===== src/rtl/dws_pkg.sv =====
package dws_pkg;
   typedef enum logic [2:0] {
      DWS_OFF   = 3'd0,
      DWS_STBY  = 3'd1,
      DWS_WAIT  = 3'd2,
      DWS_CONV  = 3'd3,
      DWS_CHECK = 3'd4
   } dws_state_e;
endpackage


===== src/rtl/dws_down_ctr.sv =====
module dws_down_ctr #(
   parameter int W = 8
) (
   input  logic         clk,
   input  logic         rst_n,
   input  logic         load,
   input  logic [W-1:0] load_val,
   input  logic         dec,
   output logic         zero
);
   logic [W-1:0] cnt_q;

   always_ff @(posedge clk or negedge rst_n) begin
      if (!rst_n)
         cnt_q <= '0;
      else if (load)
         cnt_q <= load_val;
      else if (dec && (cnt_q != '0))
         cnt_q <= cnt_q - 1'b1;
   end

   assign zero = (cnt_q == '0);
endmodule


===== src/rtl/dws_fsm.sv =====
module dws_fsm
   import dws_pkg::*;
(
   input  logic       clk,
   input  logic       rst_n,
   input  logic       sleep_en,
   input  logic       fast_wake,
   input  logic       fifo_empty,
   input  logic       wait_done,
   input  logic       conv_done,
   output dws_state_e state,
   output logic       enter_wait,
   output logic       enter_conv,
   output logic       short_wait
);
   dws_state_e nxt;

   always_comb begin
      nxt        = state;
      enter_wait = 1'b0;
      enter_conv = 1'b0;
      short_wait = 1'b0;
      unique case (state)
         DWS_OFF: begin
            if (!fifo_empty) begin
               nxt        = DWS_WAIT;
               enter_wait = 1'b1;
            end else if (fast_wake) begin
               nxt = DWS_STBY;
            end
         end
         DWS_STBY: begin
            if (!fifo_empty) begin
               nxt        = DWS_WAIT;
               enter_wait = 1'b1;
               short_wait = 1'b1;
            end else if (!fast_wake) begin
               nxt = DWS_OFF;
            end
         end
         DWS_WAIT: begin
            if (wait_done) begin
               nxt        = DWS_CONV;
               enter_conv = 1'b1;
            end
         end
         DWS_CONV: begin
            if (conv_done)
               nxt = DWS_CHECK;
         end
         DWS_CHECK: begin
            if (!fifo_empty) begin
               nxt        = DWS_CONV;
               enter_conv = 1'b1;
            end else if (sleep_en) begin
               nxt = fast_wake ? DWS_STBY : DWS_OFF;
            end
         end
         default: nxt = DWS_OFF;
      endcase
   end

   always_ff @(posedge clk or negedge rst_n) begin
      if (!rst_n)
         state <= DWS_OFF;
      else
         state <= nxt;
   end
endmodule


===== src/rtl/dac_wake_seq.sv =====
module dac_wake_seq
   import dws_pkg::*;
#(
   parameter int STARTUP_W  = 8,
   parameter int CONV_W     = 8,
   parameter int CHAN_W     = 2,
   parameter int FAST_SHIFT = 2
) (
   input  logic                 clk,
   input  logic                 rst_n,
   input  logic                 sleep_en,
   input  logic                 fast_wake,
   input  logic [STARTUP_W-1:0] startup_cnt,
   input  logic [CONV_W-1:0]    conv_cycles,
   input  logic                 fifo_empty,
   input  logic [CHAN_W-1:0]    fifo_chan,
   output logic                 fifo_pop,
   output logic                 pwr_en,
   output logic                 stby,
   output logic                 conv_strobe,
   output logic [CHAN_W-1:0]    conv_chan,
   output logic                 busy
);
   localparam logic [CONV_W-1:0] CONV_ONE = CONV_W'(1);

   if (STARTUP_W < 1 || CONV_W < 1 || CHAN_W < 1) begin : g_bad_width
      $error("dac_wake_seq: widths must be at least 1");
   end
   if (FAST_SHIFT < 0 || FAST_SHIFT >= STARTUP_W) begin : g_bad_shift
      $error("dac_wake_seq: FAST_SHIFT must lie in 0..STARTUP_W-1");
   end

   dws_state_e state;
   logic enter_wait, enter_conv, short_wait;
   logic wait_done, conv_done;
   logic [STARTUP_W-1:0] wait_val;
   logic [CONV_W-1:0]    conv_val;
   logic                 strobe_q;
   logic [CHAN_W-1:0]    chan_q;

   dws_fsm u_fsm (
      .clk        (clk),
      .rst_n      (rst_n),
      .sleep_en   (sleep_en),
      .fast_wake  (fast_wake),
      .fifo_empty (fifo_empty),
      .wait_done  (wait_done),
      .conv_done  (conv_done),
      .state      (state),
      .enter_wait (enter_wait),
      .enter_conv (enter_conv),
      .short_wait (short_wait)
   );

   if (FAST_SHIFT == 0) begin : g_no_shorten
      assign wait_val = startup_cnt;
   end else begin : g_shorten
      assign wait_val = short_wait ? (startup_cnt >> FAST_SHIFT) : startup_cnt;
   end

   assign conv_val = (conv_cycles == '0) ? '0 : (conv_cycles - CONV_ONE);

   dws_down_ctr #(.W(STARTUP_W)) u_wait_ctr (
      .clk      (clk),
      .rst_n    (rst_n),
      .load     (enter_wait),
      .load_val (wait_val),
      .dec      (state == DWS_WAIT),
      .zero     (wait_done)
   );

   dws_down_ctr #(.W(CONV_W)) u_conv_ctr (
      .clk      (clk),
      .rst_n    (rst_n),
      .load     (enter_conv),
      .load_val (conv_val),
      .dec      (state == DWS_CONV),
      .zero     (conv_done)
   );

   always_ff @(posedge clk or negedge rst_n) begin
      if (!rst_n) begin
         strobe_q <= 1'b0;
         chan_q   <= '0;
      end else begin
         strobe_q <= enter_conv;
         if (enter_conv)
            chan_q <= fifo_chan;
      end
   end

   assign conv_strobe = strobe_q;
   assign conv_chan   = chan_q;
   assign fifo_pop    = (state == DWS_CONV) && conv_done;
   assign pwr_en      = (state == DWS_WAIT) || (state == DWS_CONV) || (state == DWS_CHECK);
   assign stby        = (state == DWS_STBY);
   assign busy        = (state == DWS_WAIT) || (state == DWS_CONV);
endmodule


===== config.mk =====
export PLATFORM = sky130hd
export DESIGN_NAME = dac_wake_seq
export DESIGN_NICKNAME = d
export VERILOG_FILES = /design/src/rtl/dws_pkg.sv /design/src/rtl/dws_down_ctr.sv /design/src/rtl/dws_fsm.sv /design/src/rtl/dac_wake_seq.sv
export SDC_FILE = /design/constraint.sdc
export NUM_CORES = 1
export LEC_CHECK = 0
export ABC_CLOCK_PERIOD_IN_PS = 3600
export BUFFER_PORTS_ARGS = -buffer_cell sky130_fd_sc_hd__buf_2
export CORE_MARGIN = 2
export CORE_UTILIZATION = 40
export CTS_CLUSTER_DIAMETER = 120
export DETAILED_ROUTE_END_ITERATION = 8
export GPL_TIMING_DRIVEN = 0
export PLACE_DENSITY_LB_ADDON = 0.15
export SLEW_MARGIN = 10
export SYNTH_ARGS = -nofsm -noshare
export SYNTH_HDL_FRONTEND = slang
export SYNTH_HIERARCHICAL = 1
export SYNTH_SLANG_ARGS = --single-unit

===== constraint.sdc =====
create_clock -name clk -period 3.6 [get_ports clk]
set_input_delay 0.18 -clock clk [delete_from_list [all_inputs] [get_ports clk]]
set_output_delay 0.18 -clock clk [all_outputs]
set_load 0.02 [all_outputs]

; After elaboration in Yosys (flattened, before gate mapping)
; Index checks and enable logic that the tools add are counted.
[word_totals]
register_bits = 22
word_cells = 53
[op_classes]
n_reduce_logical = 15
n_mux = 21
n_eq_ne = 9
add_sub_neg = 3
[op_table]
columns = cell, n
row1 = 8-bit two-way mux, 6
row2 = 8-bit zero test, 3
row3 = 3-bit two-way mux, 8
row4 = 8-bit by 1-bit subtractor with 8-bit output (second input constant), 3
row5 = 8-bit nonzero test, 2
row6 = 3-bit one-hot mux with 5 select lines, 1
row7 = 3-bit != test (second input constant), 3
row8 = 3-bit by 2-bit == test with 1-bit output (second input constant), 2
row9 = 1-bit two-way mux, 5
row10 = 5-bit AND reduction, 1
row11 = 2-bit != test (second input constant), 2
row12 = 2-bit nonzero test, 2
row13 = 3-bit by 1-bit == test with 1-bit output (second input constant), 1
row14 = 3-bit == test (second input constant), 1
row15 = 1-bit logical AND, 3
row16 = 3-bit zero test, 1
row17 = 1-bit logical OR, 2
row18 = 1-bit one-hot mux with 2 select lines, 1
row19 = 2-bit OR reduction, 1

; Depth between registers and ports, before layout
; Gate-level depths: netlist of the first run.
[depth]
ltp_word = 4
ltp_mapped = 10

; Hierarchy
; Netlist of the first run, hierarchy kept.
[by_module_without_submodules]
columns = mod, cells_each, seq_area_each_um2, area_each_um2, instances
row1 = dws_down_ctr, 58, 200.2, 528.0, 2
row2 = dac_wake_seq, 49, 75.1, 436.7, 1
row3 = dws_fsm, 26, 75.1, 241.5, 1

; Worst setup path after synthesis of the first run
; Ideal clock, no wire load.
[synth_timing]
path_type = flip-flop to flip-flop
from = reg u_wait_ctr.cnt_q[0]
to = reg u_conv_ctr.cnt_q[7]
slack_ns = 1.006
arrival_ns = 2.468
stages_incl_launch_ff = 10
cell_sequence = dfrtp_1 inv_1 ha_1 or3b_2 nor2_1 nand3b_1 a21oi_1 clkinv_1 o311a_1 a221o_1
[synth_between]
elab_chain_len = 4
word_cells_on_any_way = 5
[synth_lines]
columns = item, line
row1 = start: declaration, dws_down_ctr.sv:11  ; logic [W-1:0] cnt_q;
row2 = start signal: assignment, dws_down_ctr.sv:17  ; cnt_q <= load_val;
row3 = start signal: assignment, dws_down_ctr.sv:19  ; cnt_q <= cnt_q - 1'b1;
row4 = 8-bit zero test *, dws_down_ctr.sv:22  ; assign zero = (cnt_q == '0);
row5 = named net wait_done, dac_wake_seq.sv:35  ; logic wait_done, conv_done;
row6 = 1-bit two-way mux *, dws_fsm.sv:42  ; if (wait_done) begin
row7 = 1-bit one-hot mux with 2 select lines *, dws_fsm.sv:23  ; unique case (state)
row8 = named net enter_conv, dac_wake_seq.sv:34  ; logic enter_wait, enter_conv, short_wait;
row9 = 8-bit two-way mux / 2-bit nonzero test (equally long branches), -
row10 = end signal: assignment, dws_down_ctr.sv:17
row11 = end signal: assignment, dws_down_ctr.sv:19
row12 = end: declaration, dws_down_ctr.sv:11
; Mark *: on every way through the listed nets, which the timed path passes. The rest lies on a longest branch.
; A chain may end at the register's enable or synchronous reset.

; Worst setup path after layout of the first run
; Ends and elaborated chain as after synthesis.

==> run metrics, run 1 <==
status=complete, no violations; clock slew seen by the registers of the worst setup and hold paths=around 0.08 ns; Post-layout nets=around 260; Primary FF master, synth=sky130_fd_sc_hd__dfrtp_1; Peak supply drop=approximately 330 uV; clock tree from TritonCTS=yes; via count of the first global-routing pass=~1,500; number of rows created at floorplan=23; Setup crit end kind=flip-flop; endpoint of the worst hold-timing path=u_fsm/state[2]$_DFFE_PN0P_; Post-route DRC=0; Setup TNS Final=0 ns; H-Tree Level Count=1; Adder-Cell Fraction of Synth Area=around 4.3%; Post-Syn Nets=220; start-to-end type of the worst setup path=flip-flop to flip-flop; r2r worst-path depth=9; final setup fails=0; Post-Synthesis Mean Instance Area=roughly 9.1 um2; crit path DAT=3.36 ns; antenna diode instance count=0; total clock sinks=22; remaining global-route overflow=0; area taken by flip-flops and latches=approximately 550 um2; top library cells by usage in the layout, fill and taps aside=sky130_fd_sc_hd__buf_2, sky130_fd_sc_hd__nor2_1, sky130_fd_sc_hd__dfrtp_1, sky130_fd_sc_hd__mux2_2, sky130_fd_sc_hd__a21oi_1; Netlist cell types=52; post-synthesis sequential area ratio=between 30% and 40%; worst hold-check path type=input port to flip-flop; Total Die Area=between 4000 and 5000 um2; Min-Delay Path Depth=2; portion of netlist area occupied by mux cells=under 10%; Syn Std Cell Area=around 1700 um2; flop2flop setup slack=between 0.3 and 0.4 ns; most common cell after layout, fill and taps aside=sky130_fd_sc_hd__buf_2; wirelength, routed=around 3800 um; Async SR Flop Fraction=between 90% and 100%; source-to-sink clock delay at the later pin of the worst-skew pair=~0.26 ns; Final Total Pwr=between 1000 and 1500 uW; Synth Area in XOR/XNOR=0.5051%; beginning of the worst hold path=sleep_en; areal power density over the cells=about 650 nW/um2; transition time at the pin with the least slew margin=0.7072 ns; Root Driver=sky130_fd_sc_hd__clkbuf_8; main combinational cell family by area after synthesis=simple AND/OR/NAND/NOR gates; area of the placeable core=about 4000 um2; Global Route Usage Sum=around 17%; vias=1,614; final antenna-violating net count=0; Synth-to-Final Area Change=14.93%; filler cell count=around 430; register bit count reported by yosys=22; I/O pin count=30; detail-routed via count per cell=approximately 5.9; First DRT Iteration DRCs=114; area of combinational cells with multiple inputs=between 1000 and 1500 um2; WL/cell=about 14 um; fraction of the mapped netlist area in simple logic gates=between 20% and 30%; layout cell share with drive strength beyond 1=approximately a quarter; number of enable-type register cells in the synthesized netlist=0; Max Slew Vio Count=0; Final HPWL DP=2857 um; startpoint of the worst-slack reg-to-reg timing path=u_wait_ctr/cnt_q[0]$_DFFE_PN0P_; effective utilization at floorplan=42.44%; first-pass GRT wire length=between 6000 and 7000 um; unrepaired setup endpoints after global routing=false; number of synthesis warnings=6; DRT Pass-1 Iters=4; max-capacitance violation count=0; pin count of the biggest net entering global routing=23; final number of hold-violating endpoints=0; input/output buffers=29; CTS Buf Count=3; number of antenna violations at the first check in global routing=0; gate count of the mapped netlist=about 190; width of the die=approximately 70 um; Relative slew margins=between 50 and 60%; routability congestion estimate=roughly 0.80; cells resized by post-CTS repair=0; leakage power total=approximately 0.00083 uW; capturing point of the worst reg2reg path=u_conv_ctr/cnt_q[7]$_DFFE_PN0P_; required time of the critical path=between 3 and 4 ns; post-synthesis compound-gate area fraction=21.36%; share of the cycle needed by the critical path after routing=between 80% and 90%; fmax=approximately 0.31 GHz; Die Y=~70 um; Final min period=~3.2 ns; maximum buffer depth of the clock tree=2; startpoint type of the worst setup path=flip-flop; largest fanout on the critical path=10; clock tree skew after final layout=about 0.0054 ns
-- power by group --
part	switching, uW	internal (uW)
sequential	134	362
combinational	341	301
clock	77.3	74.6
-- layout make-up --
| class | count | area share (%) |
|---|---|---|
| multi-input combinational | 154 | 55.62 |
| sequential | 22 | 27.62 |
| timing repair buffer | 30 | 7.784 |
| tap | 50 | 3.139 |
| buffer | 7 | 2.260 |
| clock buffer | 3 | 2.072 |
| inverter | 8 | 1.507 |
-- per-stage QoR --
step / utilization (%) / hold slack (ns) / cells / setup slack [ns] / cell area (um2)
detailed placement: 47.52 / 0.1857 / 270 / 0.3534 / 1942
global route: 48.78 / 0.1144 / 274 / 0.02582 / 1993
floorplan: - / -0.1156 / 191 / 1.006 / 1734
CTS: 48.78 / 0.1074 / 274 / 0.3356 / 1993
global placement: 47.52 / 0.1855 / 270 / 0.3802 / 1942
finish: 48.78 / 0.1120 / 274 / 0.3879 / 1993
-- synthesized netlist by cell type (2+ instances only) --
library cell                number  share of area, %
sky130_fd_sc_hd__a211o_1         2               1.0
sky130_fd_sc_hd__a211o_2         2               1.2
sky130_fd_sc_hd__a21o_1          2              0.87
sky130_fd_sc_hd__a21oi_1         9               2.6
sky130_fd_sc_hd__a221o_1         4               2.3
sky130_fd_sc_hd__a2bb2oi_1       2               1.0
sky130_fd_sc_hd__a31oi_1         4               1.4
sky130_fd_sc_hd__and2_1          2              0.72
sky130_fd_sc_hd__buf_2           3              0.87
sky130_fd_sc_hd__buf_6           2               1.3
sky130_fd_sc_hd__clkbuf_1        2              0.43
sky130_fd_sc_hd__clkinv_1        2              0.43
sky130_fd_sc_hd__dfrtp_1        22                32
sky130_fd_sc_hd__ha_1            6               4.3
sky130_fd_sc_hd__inv_1           6               1.3
sky130_fd_sc_hd__mux2_2         10               6.5
sky130_fd_sc_hd__nand2_1         8               1.7
sky130_fd_sc_hd__nand3_1         5               1.4
sky130_fd_sc_hd__nand4_1         4               1.4
sky130_fd_sc_hd__nor2_1         22               4.8
sky130_fd_sc_hd__nor2b_1         7               2.5
sky130_fd_sc_hd__nor3_1          6               1.7
sky130_fd_sc_hd__nor3_2          2               1.2
sky130_fd_sc_hd__nor3b_1         7               3.0
sky130_fd_sc_hd__nor4_1          3               1.1
sky130_fd_sc_hd__o2111ai_1       2               1.0
sky130_fd_sc_hd__o211a_1         2               1.2
sky130_fd_sc_hd__o211ai_1        2              0.87
sky130_fd_sc_hd__o21ai_0         6               1.7
sky130_fd_sc_hd__o221ai_1        2               1.0
sky130_fd_sc_hd__o311a_1         2               1.2
sky130_fd_sc_hd__o31ai_1         2              0.87
sky130_fd_sc_hd__or3_1           3               1.1
sky130_fd_sc_hd__or3b_1          2               1.0
sky130_fd_sc_hd__or3b_2          2               1.0
sky130_fd_sc_hd__or4_1           6               2.6
-- critical path, cell delays in order (launching register included) --
cell and delay [ns]:
sky130_fd_sc_hd__dfrtp_1 0.40, sky130_fd_sc_hd__inv_1 0.11, sky130_fd_sc_hd__ha_1 0.20, sky130_fd_sc_hd__or3b_2 0.49
sky130_fd_sc_hd__nor2_1 0.23, sky130_fd_sc_hd__nand3b_1 0.11, sky130_fd_sc_hd__a21oi_1 0.57, sky130_fd_sc_hd__clkinv_1 0.49
sky130_fd_sc_hd__o311a_1 0.25, sky130_fd_sc_hd__a221o_1 0.25
-- flip-flops by register name, indices dropped and copies added (netlist names) --
signal / flops
conv_chan: 2
u_wait_ctr/cnt_q: 8
u_conv_ctr/cnt_q: 8
conv_strobe: 1
u_fsm/state: 3
-- per-layer routing --
metal	GRT usage (%)	wire length, um	up-vias
li1	-	-	799
met1	25.56	1933	769
met2	24.66	1622	44
met3	3.779	214	2
met4	2.564	17	0
met5	0	0	-
-- how the worst max path moves through the flow --
stage | from | end | slack (ns) | cells past startpoint
floorplan | u_wait_ctr/cnt_q[0]$_DFFE_PN0P_ | u_conv_ctr/cnt_q[7]$_DFFE_PN0P_ | 1.01 | 9
global placement | u_wait_ctr/cnt_q[0]$_DFFE_PN0P_ | u_conv_ctr/cnt_q[7]$_DFFE_PN0P_ | 0.38 | 9
detailed placement | u_wait_ctr/cnt_q[0]$_DFFE_PN0P_ | u_conv_ctr/cnt_q[7]$_DFFE_PN0P_ | 0.35 | 9
CTS | u_wait_ctr/cnt_q[0]$_DFFE_PN0P_ | u_conv_ctr/cnt_q[7]$_DFFE_PN0P_ | 0.34 | 9
global route | u_wait_ctr/cnt_q[0]$_DFFE_PN0P_ | u_conv_ctr/cnt_q[5]$_DFFE_PN0P_ | 0.03 | 9
finish | u_wait_ctr/cnt_q[0]$_DFFE_PN0P_ | u_conv_ctr/cnt_q[7]$_DFFE_PN0P_ | 0.39 | 9
-- kinds of logic (layout without fill, tap and decap cells) --
| family | Yosys count | count (layout) |
|---|---|---|
| simple gates | 86 | 86 |
| compound gates | 49 | 49 |
| flops | 22 | 22 |
| buf+inv | 15 | 48 |
| mux | 12 | 12 |
| fa+ha+maj | 6 | 6 |
| xor+xnor | 1 | 1 |
-- repair_timing --
action / in CTS / in global routing
hold endpoints to repair: 22 / 0
hold buffers: 1 / 0
setup endpoints to repair: 0 / 0
setup buffers: 0 / 0
(Power assumes the default switching activity.)
==> inputs of run 2 (changes only) <==
- ABC_AREA: default -> 1
==> run metrics, run 2 <==
switch share=51.04% (was 42.82%); Synth-to-Final Area Change=15.56% (was 14.93%); Global Route Usage Sum=17.54% (was 16.82%); I/O pin count=30 (unchanged); Post-layout nets=381 (was 255); cell area reported after detailed placement=2186 um2 (was 1942 um2); final design instance area without fill=2267 um2 (was 1993 um2); number of rows created at floorplan=25 (was 23); top library cells by usage in the layout, fill and taps aside=sky130_fd_sc_hd__nand2_1, sky130_fd_sc_hd__inv_1, sky130_fd_sc_hd__nor2_1, sky130_fd_sc_hd__nand3_1, sky130_fd_sc_hd__buf_2 (was sky130_fd_sc_hd__buf_2, sky130_fd_sc_hd__nor2_1, sky130_fd_sc_hd__dfrtp_1, sky130_fd_sc_hd__mux2_2, sky130_fd_sc_hd__a21oi_1); transition time at the pin with the least slew margin=1.189 ns (was 0.7072 ns); number of antenna violations at the first check in global routing=0 (unchanged); final number of hold-violating endpoints=0 (unchanged); number of synthesis warnings=6 (unchanged); DRT Pass-1 Iters=4 (unchanged); Post-Synthesis Mean Instance Area=6.169 um2 (was 9.079 um2); Final HPWL DP=3439 um (was 2857 um); source-to-sink clock delay at the later pin of the worst-skew pair=0.27 ns (was 0.26 ns); crit path DAT=2.78 ns (was 3.36 ns); fmax=0.3829 GHz (was 0.3113 GHz); most common cell after layout, fill and taps aside=sky130_fd_sc_hd__nand2_1 (was sky130_fd_sc_hd__buf_2); clock slew seen by the registers of the worst setup and hold paths=0.09 ns (was 0.08 ns); part of the power in combinational logic=60.6% (was 49.8%); cells resized by post-CTS repair=0 (unchanged); Die Y=74.04 um (was 69.85 um); area of combinational cells with multiple inputs=1205 um2 (was 1109 um2); routability congestion estimate=0.8608 (was 0.7973); CTS Buf Count=3 (unchanged); Netlist cell types=29 (was 52); startpoint type of the worst setup path=flip-flop (unchanged); gate count of the mapped netlist=318 (was 191); r2r worst-path depth=7 (was 9); via count of the first global-routing pass=1,769 (was 1,493); routing layer with the top usage in global route=met2 (was met1); part of the power in the clock network=12.6% (was 11.8%); pin count of the biggest net entering global routing=23 (unchanged); Setup Slack @ Placement=0.9877 ns (was 0.3534 ns); wirelength, routed=4345 um (was 3788 um); Setup crit end kind=flip-flop (unchanged); Relative slew margins=20.51% (was 52.42%); largest registers=u_conv_ctr/cnt_q: 8 flops, u_wait_ctr/cnt_q: 8 flops, u_fsm/state: 3 flops (unchanged); maximum buffer depth of the clock tree=2 (unchanged); P_sw=955.5 uW (was 552.2 uW); commonest cells in the synthesized netlist=sky130_fd_sc_hd__nand2_1, sky130_fd_sc_hd__inv_1, sky130_fd_sc_hd__nor2_1 (was sky130_fd_sc_hd__dfrtp_1, sky130_fd_sc_hd__nor2_1, sky130_fd_sc_hd__mux2_2); required time of the critical path=3.76 ns (was 3.75 ns); post-synthesis sequential area ratio=28.06% (was 31.75%); Int Pwr=916.6 uW (was 737.2 uW); buffers inserted by post-CTS timing repair=0 (unchanged); crit path setup slack, layout=0.9881 ns (was 0.3879 ns); power share of the sequential group=26.9% (was 38.5%); area of the placeable core=4723 um2 (was 4086 um2); effective utilization at floorplan=41.54% (was 42.44%); clock tree skew after final layout=0.004108 ns (was 0.005373 ns); First DRT Iteration DRCs=77 (was 114); dominant cells by area after synthesis=sky130_fd_sc_hd__dfrtp_1, sky130_fd_sc_hd__nand2_1, sky130_fd_sc_hd__nand3_1 (was sky130_fd_sc_hd__dfrtp_1, sky130_fd_sc_hd__mux2_2, sky130_fd_sc_hd__nor2_1); areal power density over the cells=825.7 nW/um2 (was 646.9 nW/um2); start-to-end type of the worst setup path=flip-flop to flip-flop (unchanged); Post-Syn Nets=347 (was 220); final setup fails=0 (unchanged); Max Slew Vio Count=0 (unchanged); Yosys top cell area share=28.06% (was 31.75%); Post-route DRC=0 (unchanged); Setup TNS Final=0 ns (unchanged); remaining global-route overflow=0 (unchanged); count of hold buffers inserted by post-cts repair=1 (unchanged); antenna diode instance count=0 (unchanged); cell taking the most area after synthesis=sky130_fd_sc_hd__dfrtp_1 (unchanged); detail-routed via count per cell=4.732 (was 5.891); global routing usage on met1=23.41% (was 25.56%); Syn Std Cell Area=1962 um2 (was 1734 um2); H-Tree Level Count=1 (unchanged); filler cell count=518 (was 425); number of enable-type register cells in the synthesized netlist=0 (unchanged); worst hold-check path type=input port to flip-flop (unchanged); Peak supply drop=368.4 uV (was 328.8 uV); Min-Delay Path Depth=2 (unchanged); unrepaired setup endpoints after global routing=false (unchanged); share of the cycle needed by the critical path after routing=72.55% (was 89.22%); met3 capacity usage during global routing=2.846% (was 3.779%); width of the die=74.04 um (was 69.85 um); Primary FF master, synth=sky130_fd_sc_hd__dfrtp_1 (unchanged); register bit count reported by yosys=22 (unchanged); layout cell share with drive strength beyond 1=17.66% (was 25.89%); final antenna-violating net count=0 (unchanged); max-capacitance violation count=0 (unchanged); status=complete, no violations (unchanged); vias=1,978 (was 1,614); most frequent cell after synthesis=sky130_fd_sc_hd__nand2_1; Global Route met2 Usage=29.66% (was 24.66%); clock tree from TritonCTS=yes (unchanged); leakage power total=0.001214 uW (was 0.0008327 uW); largest fanout on the critical path=9 (was 10); Total Die Area=5481 um2 (was 4878 um2); WHS=0.1430 ns (was 0.1120 ns); first-pass GRT wire length=7576 um (was 6872 um); WL/cell=10.39 um (was 13.82 um); Final min period=2.612 ns (was 3.212 ns); area taken by flip-flops and latches=550.5 um2 (unchanged); Async SR Flop Fraction=100.0% (unchanged); total clock sinks=22 (unchanged); input/output buffers=28 (was 29); Root Driver=sky130_fd_sc_hd__clkbuf_8 (unchanged)
-- run 2: cell count changes after synthesis, moves of 7 or more --
cell                      previous run  this run
sky130_fd_sc_hd__inv_1               6        45
sky130_fd_sc_hd__mux2_2             10         2
sky130_fd_sc_hd__nand2_1             8        98
sky130_fd_sc_hd__nand2_2             0         7
sky130_fd_sc_hd__nand3_1             5        38
sky130_fd_sc_hd__nor2_1             22        40
sky130_fd_sc_hd__nor2_2              0         8
sky130_fd_sc_hd__nor2b_1             7         0
sky130_fd_sc_hd__nor3b_1             7         0
-- run 2: worst paths after layout --
kind                                                  from  slack, ns                         endpoint
worst max-delay path            u_fsm/state[2]$_DFFE_PN0P_       0.99  u_conv_ctr/cnt_q[2]$_DFFE_PN0P_
worst min-delay path                          fifo_chan[0]       0.14         conv_chan[0]$_DFFE_PN0P_
worst max register to register  u_fsm/state[2]$_DFFE_PN0P_       0.99  u_conv_ctr/cnt_q[2]$_DFFE_PN0P_
worst min register to register    conv_chan[1]$_DFFE_PN0P_       0.50         conv_chan[1]$_DFFE_PN0P_
max in group asynchronous                            rst_n       2.84  u_wait_ctr/cnt_q[2]$_DFFE_PN0P_
min in group asynchronous                            rst_n       0.41       u_fsm/state[1]$_DFFE_PN0P_
-- run 2: worst max-delay path: stages (launching register included) --
cell	delay [ns]
sky130_fd_sc_hd__dfrtp_1	0.54
sky130_fd_sc_hd__inv_2	0.13
sky130_fd_sc_hd__o32ai_1	1.01
sky130_fd_sc_hd__inv_1	0.40
sky130_fd_sc_hd__nand2_4	0.23
sky130_fd_sc_hd__clkinv_2	0.08
sky130_fd_sc_hd__nand2_1	0.06
sky130_fd_sc_hd__nand2_1	0.05
-- run 2: power groups by stage --
| stage | Combinational (uW) | Sequential, uW | Clock (uW) |
|---|---|---|---|
| floorplan | 898 | 492 | 0 |
| global placement | 1130 | 508 | 0 |
| detailed placement | 1140 | 507 | 0 |
| CTS | 1140 | 502 | 245 |
| global route | 1320 | 524 | 256 |
| finish | 1130 | 503 | 235 |
-- run 2: final cells by class --
type,instances,area share [%]
clock buffer,3,1.821
timing repair buffer,29,6.623
tap,67,3.698
buffer,4,0.8830
inverter,49,8.223
sequential,22,24.28
clock inverter,1,1.325
multi-input combinational,243,53.15
-- run 2: cell families after synthesis --
family	after synthesis	share of synthesized area, %
XOR/XNOR	4	1.786
AO/OA/AOI/OAI	26	8.164
AND/OR/NAND/NOR	205	46.49
multiplexers	2	1.148
buffers and inverters	53	10.52
adder cells (fa/ha/maj)	6	3.826
flip-flops	22	28.06
-- run 2: per-layer routing --
metal / share of wire (%) / up-vias
li1: - / 1062
met1: 48 / 869
met2: 46 / 42
met3: 4.4 / 5
met4: 0.92 / 0
met5: 0 / -
-- run 2: per-stage QoR --
stage	cells	total power, uW	util, %
final	418	1872	48.00
after global routing	418	2100	48.00
after CTS	418	1890	48.00
after detailed placement	413	1643	46.28
after global placement	413	1636	46.28
after floorplan	318	1390	-
==> inputs of run 3 (changes only) <==
- ABC_CLOCK_PERIOD_IN_PS: 3600 -> 2200
- clock period: 3.6 -> 2.2 ns (I/O delays scaled with it)
==> run metrics, run 3 (same netlist as run 2, synthesis figures left out) <==
width of the die=74.04 um (unchanged); delay contributed by the slowest stage of the critical path=0.38 ns (was 1.01 ns); number of antenna violations at the first check in global routing=0 (unchanged); Root Driver=sky130_fd_sc_hd__clkbuf_8 (unchanged); pin count of the biggest net entering global routing=23 (unchanged); clock tree from TritonCTS=yes (unchanged); First DRT Iteration DRCs=100 (was 77); share of the cycle needed by the critical path after routing=86.97% (was 72.55%); library cell contributing the largest single delay on the critical path=sky130_fd_sc_hd__dfrtp_1 (was sky130_fd_sc_hd__o32ai_1); largest fanout on the critical path=7 (was 9); Setup TNS Final=0 ns (unchanged); wirelength, routed=4401 um (was 4345 um); clock slew seen by the registers of the worst setup and hold paths=0.08 ns (was 0.09 ns); DRT Pass-1 Iters=4 (unchanged); Post-layout nets=383 (was 381); first-pass GRT wire length=7617 um (was 7576 um); Final Total Pwr=3117 uW (was 1872 uW); Max Slew Vio Count=0 (unchanged); Setup Slack @ Placement=-0.4123 ns (was 0.9877 ns); areal power density over the cells=1349 nW/um2 (was 825.7 nW/um2); maximum buffer depth of the clock tree=2 (unchanged); start-to-end type of the worst setup path=flip-flop to flip-flop (unchanged); crit path DAT=2.07 ns (was 2.78 ns); final number of hold-violating endpoints=0 (unchanged); WL/cell=10.48 um (was 10.39 um); final core occ=48.93% (was 48.00%); CTS Buf Count=3 (unchanged); worst hold-check path type=input port to flip-flop (unchanged); detail-routed via count per cell=4.781 (was 4.732); transition time at the pin with the least slew margin=0.5196 ns (was 1.189 ns); effective utilization at floorplan=41.54% (unchanged); via count of the first global-routing pass=1,769 (unchanged); startpoint type of the worst setup path=flip-flop (unchanged); Final HPWL DP=3439 um (unchanged); Synth-to-Final Area Change=17.79% (was 15.56%); final antenna-violating net count=0 (unchanged); filler cell count=515 (was 518); input/output buffers=28 (unchanged); area of the placeable core=4723 um2 (unchanged); Setup crit end kind=flip-flop (unchanged); Peak supply drop=627.0 uV (was 368.4 uV); Total Die Area=5481 um2 (unchanged); unrepaired setup endpoints after global routing=false (unchanged); number of buffers and inverters on the critical path=3 (unchanged); total clock sinks=22 (unchanged); Post-route DRC=0 (unchanged); routability congestion estimate=0.8608 (unchanged); remaining global-route overflow=0 (unchanged); max-capacitance violation count=0 (unchanged); leakage power total=0.001231 uW (was 0.001214 uW); Global Route Usage Sum=17.65% (was 17.54%); vias=2,008 (was 1,978); CP dominant cell by count=sky130_fd_sc_hd__inv_1 (was sky130_fd_sc_hd__nand2_1); H-Tree Level Count=1 (unchanged); Relative slew margins=65.07% (was 20.51%); number of rows created at floorplan=25 (unchanged); I/O pin count=30 (unchanged); WHS=0.07217 ns (was 0.1430 ns); clock tree skew after final layout=0.002895 ns (was 0.004108 ns); source-to-sink clock delay at the later pin of the worst-skew pair=0.27 ns (about the same); antenna diode instance count=0 (unchanged); kind of cell adding the most delay to the critical path=buffers and inverters (was compound AO/OA/AOI/OAI gates); layout cell share with drive strength beyond 1=19.26% (was 17.66%); Die Y=74.04 um (unchanged); top library cells by usage in the layout, fill and taps aside=sky130_fd_sc_hd__nand2_1, sky130_fd_sc_hd__inv_1, sky130_fd_sc_hd__nor2_1, sky130_fd_sc_hd__nand3_1, sky130_fd_sc_hd__buf_2 (unchanged); fmax=0.5226 GHz (was 0.3829 GHz); most common cell after layout, fill and taps aside=sky130_fd_sc_hd__nand2_1 (unchanged); final setup fails=0 (unchanged); crit-path cells=inv_1 > ha_1 > nand2_1 > nor2_1 > inv_1 > o32ai_4 > buf_4 > mux2_2 (was inv_2 > o32ai_1 > inv_1 > nand2_4 > clkinv_2 > nand2_1 > nand2_1); status=complete, no violations (unchanged); Final min period=1.913 ns (was 2.612 ns); area of combinational cells with multiple inputs=1230 um2 (was 1205 um2); crit path setup slack, layout=0.2867 ns (was 0.9881 ns); area taken by flip-flops and latches=550.5 um2 (unchanged); largest registers=u_conv_ctr/cnt_q: 8 flops, u_wait_ctr/cnt_q: 8 flops, u_fsm/state: 3 flops (unchanged); required time of the critical path=2.36 ns (was 3.76 ns)
[run 3: changes by cell type in the layout (fill, tap and decap cells not counted)]
cell	delta
sky130_fd_sc_hd__clkbuf_1	-1
sky130_fd_sc_hd__o32ai_1	-1
sky130_fd_sc_hd__buf_4	+3
sky130_fd_sc_hd__o32ai_4	+1
sky130_fd_sc_hd__inv_2	+1
sky130_fd_sc_hd__inv_1	-1
sky130_fd_sc_hd__nor4_1	-1
sky130_fd_sc_hd__nor4_2	+1
[run 3: final timing paths]
path | start | endpoint | slack [ns] | depth (start not counted)
max in group asynchronous | rst_n | u_wait_ctr/cnt_q[2]$_DFFE_PN0P_ | 1.51 | 2
worst min-delay path | fifo_chan[0] | conv_chan[0]$_DFFE_PN0P_ | 0.07 | 2
worst min register to register | conv_chan[1]$_DFFE_PN0P_ | conv_chan[1]$_DFFE_PN0P_ | 0.50 | 1
worst max register to register | u_wait_ctr/cnt_q[0]$_DFFE_PN0P_ | conv_chan[1]$_DFFE_PN0P_ | 0.29 | 8
min in group asynchronous | rst_n | u_fsm/state[1]$_DFFE_PN0P_ | 0.34 | 2
worst max-delay path | u_wait_ctr/cnt_q[0]$_DFFE_PN0P_ | conv_chan[1]$_DFFE_PN0P_ | 0.29 | 8
[run 3: per-layer routing]
metal	GRT usage, %	vias to the layer above	routed length, um
li1	-	1070	-
met1	23.41	894	2105
met2	30.16	39	2059
met3	2.846	5	195
met4	4.242	0	40
met5	0	-	0
[run 3: power breakdown]
group / switching [uW] / internal (uW)
sequential: 225 / 603
combinational: 1230 / 676
clock: 141 / 243
[run 3: worst register-to-register path: cells and delay by family, from the launching register on]
kind	cells	cell delay [ns]
buffers and inverters	3	0.47
DFF	1	0.38
muxes	1	0.32
and+or+nand+nor	2	0.26
adders and majority gates	1	0.18
AOI/OAI and AO/OA	1	0.18
[run 3: final cells by class]
cell class                 count  share of cell area [%]
tap                           67                   3.627
multi-input combinational    243                   53.22
timing repair buffer          31                   7.147
sequential                    22                   23.82
inverter                      49                   8.067
clock buffer                   3                   1.787
clock inverter                 1                   1.299
buffer                         4                   1.029
[run 3: timing repair]
action	4_1_cts	5_1_grt
resized for setup	3	6
hold endpoints to repair	22	0
pin swaps	0	1
setup endpoints to repair	11	8
hold buffers	1	0
setup buffers	0	2
[run 3: stage by stage]
step / area (um2) / cells
2_1_floorplan: 1962 / 318
3_3_place_gp: 2186 / 413
3_5_place_dp: 2186 / 413
4_1_cts: 2292 / 418
5_1_grt: 2311 / 420
6_report: 2311 / 420
